### config.mk
export PLATFORM = sky130hd
export DESIGN_NAME = lgrob
export DESIGN_NICKNAME = d
export VERILOG_FILES = /design/src/rtl/lgrob_pkg.sv /design/src/rtl/lgrob_ring.sv /design/src/rtl/lgrob_cpl_dec.sv /design/src/rtl/lgrob_line.sv /design/src/rtl/lgrob.sv
export SDC_FILE = /design/constraint.sdc
export NUM_CORES = 1
export LEC_CHECK = 0
export ABC_AREA = 1
export BUFFER_PORTS_ARGS = -buffer_cell sky130_fd_sc_hd__buf_2
export CORE_MARGIN = 1
export CORE_UTILIZATION = 35
export CTS_BUF_LIST = sky130_fd_sc_hd__clkbuf_8
export CTS_CLUSTER_DIAMETER = 80
export DETAILED_ROUTE_END_ITERATION = 10
export SLEW_MARGIN = 20
export SYNTH_ARGS = -nofsm -noshare
export SYNTH_HDL_FRONTEND = slang
export SYNTH_HIERARCHICAL = 1
export SYNTH_SLANG_ARGS = --single-unit
### constraint.sdc
create_clock -name clk -period 2.4 [get_ports clk]
set_input_delay 0.24 -clock clk [delete_from_list [all_inputs] [get_ports clk]]
set_output_delay 0.24 -clock clk [all_outputs]
set_load 0.01 [all_outputs]
### src/rtl/lgrob_pkg.sv
package lgrob_pkg;
  localparam int unsigned DEF_LINES = 24;
  localparam int unsigned DEF_SLOTS = 3;
  localparam int unsigned DEF_CPL   = 3;

  // next index on a ring of n entries
  function automatic int unsigned ring_next(input int unsigned v, input int unsigned n);
    return (v + 1 == n) ? 0 : v + 1;
  endfunction
endpackage

### src/rtl/lgrob_ring.sv
module lgrob_ring
  import lgrob_pkg::*;
#(
  parameter int unsigned LINES = DEF_LINES,
  localparam int unsigned LW = $clog2(LINES),
  localparam int unsigned CW = $clog2(LINES + 1)
) (
  input  logic          clk,
  input  logic          rst_n,
  input  logic          flush,
  input  logic          push,
  input  logic          pop,
  output logic [LW-1:0] head,
  output logic [LW-1:0] tail,
  output logic          full
);
  logic [LW-1:0] head_q, head_d, tail_q, tail_d;
  logic [CW-1:0] cnt_q, cnt_d;
  logic          en;

  always_comb begin
    head_d = head_q;
    tail_d = tail_q;
    cnt_d  = cnt_q;
    if (flush) begin
      head_d = '0;
      tail_d = '0;
      cnt_d  = '0;
    end else begin
      if (push) tail_d = LW'(ring_next(int'(tail_q), LINES));
      if (pop)  head_d = LW'(ring_next(int'(head_q), LINES));
      case ({push, pop})
        2'b10:   cnt_d = cnt_q + CW'(1);
        2'b01:   cnt_d = cnt_q - CW'(1);
        default: cnt_d = cnt_q;
      endcase
    end
  end

  assign en = flush | push | pop;

  always_ff @(posedge clk or negedge rst_n) begin
    if (!rst_n) begin
      head_q <= '0;
      tail_q <= '0;
      cnt_q  <= '0;
    end else if (en) begin
      head_q <= head_d;
      tail_q <= tail_d;
      cnt_q  <= cnt_d;
    end
  end

  assign head = head_q;
  assign tail = tail_q;
  assign full = (cnt_q == CW'(LINES));
endmodule

### src/rtl/lgrob_cpl_dec.sv
module lgrob_cpl_dec
  import lgrob_pkg::*;
#(
  parameter int unsigned LINES = DEF_LINES,
  parameter int unsigned SLOTS = DEF_SLOTS,
  parameter int unsigned CPL   = DEF_CPL,
  localparam int unsigned LW = $clog2(LINES),
  localparam int unsigned SW = $clog2(SLOTS)
) (
  input  logic [CPL-1:0]         cpl_vld,
  input  logic [CPL*LW-1:0]      cpl_line,
  input  logic [CPL*SW-1:0]      cpl_slot,
  input  logic [LINES-1:0]       occ,
  output logic [LINES*SLOTS-1:0] hit
);
  for (genvar l = 0; l < LINES; l++) begin : g_line
    for (genvar s = 0; s < SLOTS; s++) begin : g_slot
      logic match;
      always_comb begin
        match = 1'b0;
        for (int p = 0; p < CPL; p++) begin
          if (cpl_vld[p] && (cpl_line[p*LW +: LW] == LW'(l)) &&
              (cpl_slot[p*SW +: SW] == SW'(s)))
            match = 1'b1;
        end
      end
      // completions to lines that are not occupied are dropped
      assign hit[l*SLOTS + s] = match & occ[l];
    end
  end
endmodule

### src/rtl/lgrob_line.sv
module lgrob_line
  import lgrob_pkg::*;
#(
  parameter int unsigned SLOTS = DEF_SLOTS
) (
  input  logic             clk,
  input  logic             rst_n,
  input  logic             flush,
  input  logic             alloc,
  input  logic [SLOTS-1:0] alloc_mask,
  input  logic             retire,
  input  logic [SLOTS-1:0] hit,
  output logic             occ,
  output logic [SLOTS-1:0] mask,
  output logic             ready
);
  logic             occ_q, occ_d;
  logic [SLOTS-1:0] mask_q, mask_d;
  logic [SLOTS-1:0] done_q, done_d;
  logic             en;

  always_comb begin
    occ_d  = occ_q;
    mask_d = mask_q;
    done_d = done_q;
    if (flush) begin
      occ_d  = 1'b0;
      done_d = '0;
    end else if (retire) begin
      occ_d  = 1'b0;
    end else if (alloc) begin
      occ_d  = 1'b1;
      mask_d = alloc_mask;
      done_d = '0;
    end else begin
      done_d = done_q | hit;
    end
  end

  assign en = flush | retire | alloc | (|hit);

  always_ff @(posedge clk or negedge rst_n) begin
    if (!rst_n) begin
      occ_q  <= 1'b0;
      mask_q <= '0;
      done_q <= '0;
    end else if (en) begin
      occ_q  <= occ_d;
      mask_q <= mask_d;
      done_q <= done_d;
    end
  end

  assign occ   = occ_q;
  assign mask  = mask_q;
  // empty slots count as complete
  assign ready = occ_q & (&(done_q | ~mask_q));
endmodule

### src/rtl/lgrob.sv
module lgrob
  import lgrob_pkg::*;
#(
  parameter int unsigned LINES = DEF_LINES,
  parameter int unsigned SLOTS = DEF_SLOTS,
  parameter int unsigned CPL   = DEF_CPL
) (
  input  logic                              clk,
  input  logic                              rst_n,
  input  logic                              flush,
  input  logic                              alloc_req,
  input  logic [SLOTS-1:0]                  alloc_mask,
  output logic                              full,
  output logic [$clog2(LINES)-1:0]          alloc_line,
  input  logic [CPL-1:0]                    cpl_vld,
  input  logic [CPL*$clog2(LINES)-1:0]      cpl_line,
  input  logic [CPL*$clog2(SLOTS)-1:0]      cpl_slot,
  output logic                              ret_vld,
  output logic [$clog2(LINES)-1:0]          ret_line,
  output logic [SLOTS-1:0]                  ret_mask
);
  localparam int unsigned LW = $clog2(LINES);

  logic [LW-1:0]          head, tail;
  logic                   full_w;
  logic [LINES-1:0]       occ, ready;
  logic [LINES*SLOTS-1:0] mask_flat, hit_flat;
  logic                   alloc_fire, ret_fire;

  logic                   ret_vld_q, ret_vld_d;
  logic [LW-1:0]          ret_line_q, ret_line_d;
  logic [SLOTS-1:0]       ret_mask_q, ret_mask_d;

  assign alloc_fire = alloc_req & ~full_w & ~flush;
  assign ret_fire   = ready[head] & ~flush;

  lgrob_ring #(.LINES(LINES)) u_ring (
    .clk   (clk),
    .rst_n (rst_n),
    .flush (flush),
    .push  (alloc_fire),
    .pop   (ret_fire),
    .head  (head),
    .tail  (tail),
    .full  (full_w)
  );

  lgrob_cpl_dec #(.LINES(LINES), .SLOTS(SLOTS), .CPL(CPL)) u_dec (
    .cpl_vld  (cpl_vld),
    .cpl_line (cpl_line),
    .cpl_slot (cpl_slot),
    .occ      (occ),
    .hit      (hit_flat)
  );

  for (genvar l = 0; l < LINES; l++) begin : g_line
    lgrob_line #(.SLOTS(SLOTS)) u_line (
      .clk        (clk),
      .rst_n      (rst_n),
      .flush      (flush),
      .alloc      (alloc_fire && (tail == LW'(l))),
      .alloc_mask (alloc_mask),
      .retire     (ret_fire && (head == LW'(l))),
      .hit        (hit_flat[l*SLOTS +: SLOTS]),
      .occ        (occ[l]),
      .mask       (mask_flat[l*SLOTS +: SLOTS]),
      .ready      (ready[l])
    );
  end

  always_comb begin
    ret_vld_d  = ret_fire;
    ret_line_d = ret_line_q;
    ret_mask_d = ret_mask_q;
    if (ret_fire) begin
      ret_line_d = head;
      ret_mask_d = mask_flat[int'(head)*SLOTS +: SLOTS];
    end
  end

  always_ff @(posedge clk or negedge rst_n) begin
    if (!rst_n) begin
      ret_vld_q <= 1'b0;
    end else begin
      ret_vld_q <= ret_vld_d;
    end
  end

  always_ff @(posedge clk or negedge rst_n) begin
    if (!rst_n) begin
      ret_line_q <= '0;
      ret_mask_q <= '0;
    end else if (ret_fire) begin
      ret_line_q <= ret_line_d;
      ret_mask_q <= ret_mask_d;
    end
  end

  assign full       = full_w;
  assign alloc_line = tail;
  assign ret_vld    = ret_vld_q;
  assign ret_line   = ret_line_q;
  assign ret_mask   = ret_mask_q;
endmodule

==> impl.org <==
** Status
- The flow ran to the end, and the final reports show no timing, DRC or antenna violations.

** Logic synthesis
- The share of the Yosys chip area taken by registers is 0.331.
- After technology mapping, the gate count stands at between 2000 and 2500.
- Number of synthesis warnings :: 6
- The netlist uses 32 different library cells.
- The average instance in the mapped netlist occupies 6.22 sq um.
- Post-Syn Nets :: 2366
- Flip-flop and latch count after synthesis :: about 190
- Post-Syn Area :: approximately 15000 sq um

** Power and ir drop
- VDD sags by at most 354 uV.
- Power spread over the standard cell area amounts to between 400 and 500 nW/um^2.
- Leakage power :: 9.72 nW

** Detailed routing
- Pre-Repair DR Iteration Count :: 6
- Routed vias :: between 15000 and 20000
- The first routing iteration left between 1000 and 1500 violations.
- Summed over all layers, the routed wires come to 48600 microns.
- WL/cell :: 16.0 microns
- Vias/cell :: 5.05
- The count of nets left with antenna violations once routing finished came out at 0.
- After detailed routing, the number of remaining DRC violations is 0.

** Clock network
- Clock tree from TritonCTS :: built
- Number of buffers inserted during clock tree synthesis :: 17
- CTS H-tree depth :: 4
- The clock drives 192 sinks.
- The root buffer cell chosen for the clock tree is clkbuf_8.
- The clock passes through at most 2 buffers.
- Later-pin clock latency in the skew report :: 0.51 ns
- After clock tree synthesis, the clock-pin slew on the worst setup and hold paths is 0.11 ns.

** Placement
- Half-perimeter wire length of the detailed placement result :: 36100 microns
- The count of buffers added on input and output ports is 45.
- Gpl congestion :: ~0.94
- OpenSTA, run right after detailed placement, puts the worst setup slack at -0.0978 ns.

** GRT
- Grt ovf :: 0
- In this run the most used layer during global routing was met2.
- The via count of the first global-routing pass is 14800.
- In the global route stage, met1 resource usage came out at 0.297.
- The first global-routing pass estimated 77800 microns of wire.
- For met2 alone, demand over resource in global routing was 0.400.
- Tot GR Track Use :: 0.237
- In the global route stage, met3 resource usage came out at 0.0288.
- The initial antenna violation count was 0.
- Pin count of the biggest net entering global routing :: 82

** Layout
- Compared with the post-synthesis result, the final layout area differs by 15.9%.
- Nets :: 2519
- The repair_antennas step left the layout with diodes totalling 0.
- Share of final-layout standard cells stronger than drive strength 1 :: 0.179
- For this run, the share of the core covered by cells in the final layout is 0.412.

** STA
- The final hold violation count was 0.
- Time the final worst path needs with I/O delays and setup :: between 2 and 2.5 ns
- At the pin with the least slew margin, the transition time is 0.895 ns.
- Setup repair after global routing could not meet its margin everywhere.
- Relative slew slack :: 0.403
- Clock skew after layout :: approximately 0.022 ns
- Of the available clock period, the critical path in the final layout requires 0.967.
- Setup slack on the critical path of the routed design comes to just under 0.08 ns.
- The max-slew violation count was 0.
- Final number of setup-violating endpoints :: 0
- Timing would allow up to 431 MHz.

** Worst setup path
- Ordered cell list for the critical path :: buf_12, nand2_1, nand2_2, nand2_1, nand2_1, nand2_2, nand3_2, nor2_4, nor2_4, nand3_2, nand2_2, inv_2, ha_4, inv_2, nand2_2, nand3_2, nand3_1, nand3_1, nand2_1
- Depth of the worst register-to-register path :: 19
- For the worst setup path, the data arrival time is 2.72 ns.
- The setup path with the least slack is of type register to register.
- The worst register-to-register path ends at u_ring/cnt_q[4]$_DFFE_PN0P_.
- The worst setup path is captured at a register.
- Crit path required time :: 2.80 ns
- The largest individual stage delay along the critical path comes from the cell dfrtp_2.
- The worst register-to-register path begins at u_ring/head[0]$_DFFE_PN0P_.
- Critical path startpoint category :: register
- The worst register-to-register path has a setup slack of 0.08 ns.
- Highest cell delay on the worst timing path :: around 0.50 ns
- Largest driver fanout on the critical path :: 19

** Die
- Placeable Area :: 40800 sq um
- Initial core utilization :: 0.355
- The floorplan has 74 rows.
- Horizontal die dimension :: a little over 200 microns
- I/O pin total :: 46
- The die is 206 microns tall.
- The die covers roughly 42000 sq um.

** Hold path
- The path class of the tightest hold or removal check is primary input to register.
- In this run the most critical hold path is launched from flush.
- Destination of the worst hold path :: u_ring/tail[2]$_DFFE_PN0P_
- The worst hold path was traced through 5 stages.

** Flow run
- Number of violations of the max-capacitance limit :: 0
==> through the flow <==
stage / hold slack (ns) / total power [W] / area [sq um] / TNS [ns] / cells
2_1_floorplan: -0.0556 / 0.00430 / 14500 / 0 / 2331
3_3_place_gp: 0.283 / 0.00493 / 16100 / -0.174 / 2981
3_5_place_dp: 0.285 / 0.00495 / 16100 / -0.193 / 2981
4_1_cts: 0.248 / 0.00704 / 16500 / 0 / 3014
5_1_grt: 0.259 / 0.00740 / 16800 / -0.333 / 3029
6_report: 0.271 / 0.00707 / 16800 / 0 / 3029
==> worst max-delay path, delay by kind of cell, from the launching register on <==
family / cells / cell delay [ns]
fa+ha+maj: 1 / 0.15
simple gates: 15 / 1.27
buf+inv: 3 / 0.27
flops: 1 / 0.50
==> worst max-delay path by stage <==
| stage | from | endpoint | slack (ns) |
|---|---|---|---|
| after floorplan | u_ring/head[0]$_DFFE_PN0P_ | u_ring/cnt_q[4]$_DFFE_PN0P_ | 0.03 |
| after global placement | g_line[14].u_line/mask[0]$_DFFE_PN0P_ | u_ring/cnt_q[4]$_DFFE_PN0P_ | -0.1 |
| after detailed placement | u_ring/head[0]$_DFFE_PN0P_ | u_ring/cnt_q[4]$_DFFE_PN0P_ | -0.1 |
| after CTS | g_line[13].u_line/mask[1]$_DFFE_PN0P_ | u_ring/cnt_q[4]$_DFFE_PN0P_ | 0.008 |
| after global routing | g_line[0].u_line/done_q[2]$_DFFE_PN0P_ | u_ring/cnt_q[2]$_DFFE_PN0P_ | -0.09 |
| final | u_ring/head[0]$_DFFE_PN0P_ | u_ring/cnt_q[4]$_DFFE_PN0P_ | 0.08 |
==> layout make-up <==
cell class | instances | area (sq um)
repair buffers | 200 | 1520
flip-flops and latches | 192 | 4810
clock inverters | 12 | 85.1
well taps | 532 | 666
clock buffers | 20 | 275
multi-input cells | 1742 | 8210
fillers | 4316 | 24000
inverters | 331 | 1250
==> registers in the layout, summed over array words and instances (netlist names) <==
name                  cells
ret_line                  5
u_ring/head               5
ret_vld                   1
u_ring/cnt_q              5
g_line.u_line/done_q     72
g_line.u_line/occ        24
u_ring/tail               5
g_line.u_line/mask       72
ret_mask                  3
==> cell usage in the layout, fill, tap and decap left out, types with 2 or more instances in the layout <==
cell type / synthesis / layout
nand2_2: 30 / 60
o21a_1: 24 / 24
nor2_1: 133 / 123
nand3_1: 382 / 379
nand3b_1: 3 / 3
buf_12: 0 / 8
nand4_1: 73 / 73
nor3_1: 3 / 2
nand3_2: 25 / 28
a21oi_1: 4 / 4
inv_2: 11 / 22
buf_4: 24 / 145
ha_4: 0 / 2
inv_6: 0 / 3
nor2_4: 31 / 39
a22o_1: 2 / 2
clkinv_2: 0 / 3
ha_1: 4 / 2
clkinv_4: 0 / 3
inv_1: 319 / 308
nand2_1: 957 / 927
clkinvlp_4: 0 / 3
dfrtp_1: 192 / 191
xor2_1: 3 / 3
buf_2: 32 / 43
o21ai_0: 4 / 4
clkbuf_8: 0 / 21
nor2_2: 57 / 59
==> layer usage <==
metal / up-vias / part of all wire
met1: 7132 / 0.42
met3: 101 / 0.054
met2: 488 / 0.47
met4: 0 / 0.048
met5: - / 0
li1: 7585 / -
==> timing repair <==
action                                 CTS  global route
endpoints found under the hold margin   55             0
pin swaps                                0            25
cloned                                   0             1
hold buffers                             1             0
setup endpoints to repair                4           140
buffers inserted                         0            14
gates resized for setup                  4            70
==> cell usage after synthesis, drive strengths merged <==
library cell,n,share of area
nand3b,3,0.0016
a211oi,1,0.00052
dfrtp,192,0.33
o21a,24,0.012
clkinv,1,0.00026
o21ai,5,0.0017
nand4,73,0.031
nor3,3,0.0010
a21oi,4,0.0014
ha,4,0.0035
clkbuf,2,0.00052
inv,330,0.085
o211ai,1,0.00052
xor2,4,0.0029
buf,64,0.029
nor3b,1,0.00052
o22ai,1,0.00086
nand3,407,0.15
a22o,2,0.0012
nand2,988,0.26
nor2,221,0.083
==> cells by family (layout without fill, tap and decap cells) <==
| family | count (synthesis) | in the layout | synth area share |
|---|---|---|---|
| compound gates | 38 | 38 | 0.0186 |
| xor+xnor | 4 | 4 | 0.00293 |
| fa+ha+maj | 4 | 4 | 0.00345 |
| buf+inv | 397 | 563 | 0.115 |
| flops | 192 | 192 | 0.331 |
| simple gates | 1696 | 1696 | 0.528 |
==> power breakdown <==
part	leakage [nW]	switching, W	total, W	internal, W
registers	2.66	0.000118	0.00348	0.00337
logic	6.87	0.00101	0.00151	0.000500
clock network	0.183	0.00128	0.00208	0.000801
Note: power is estimated with default switching activity, not from simulation.
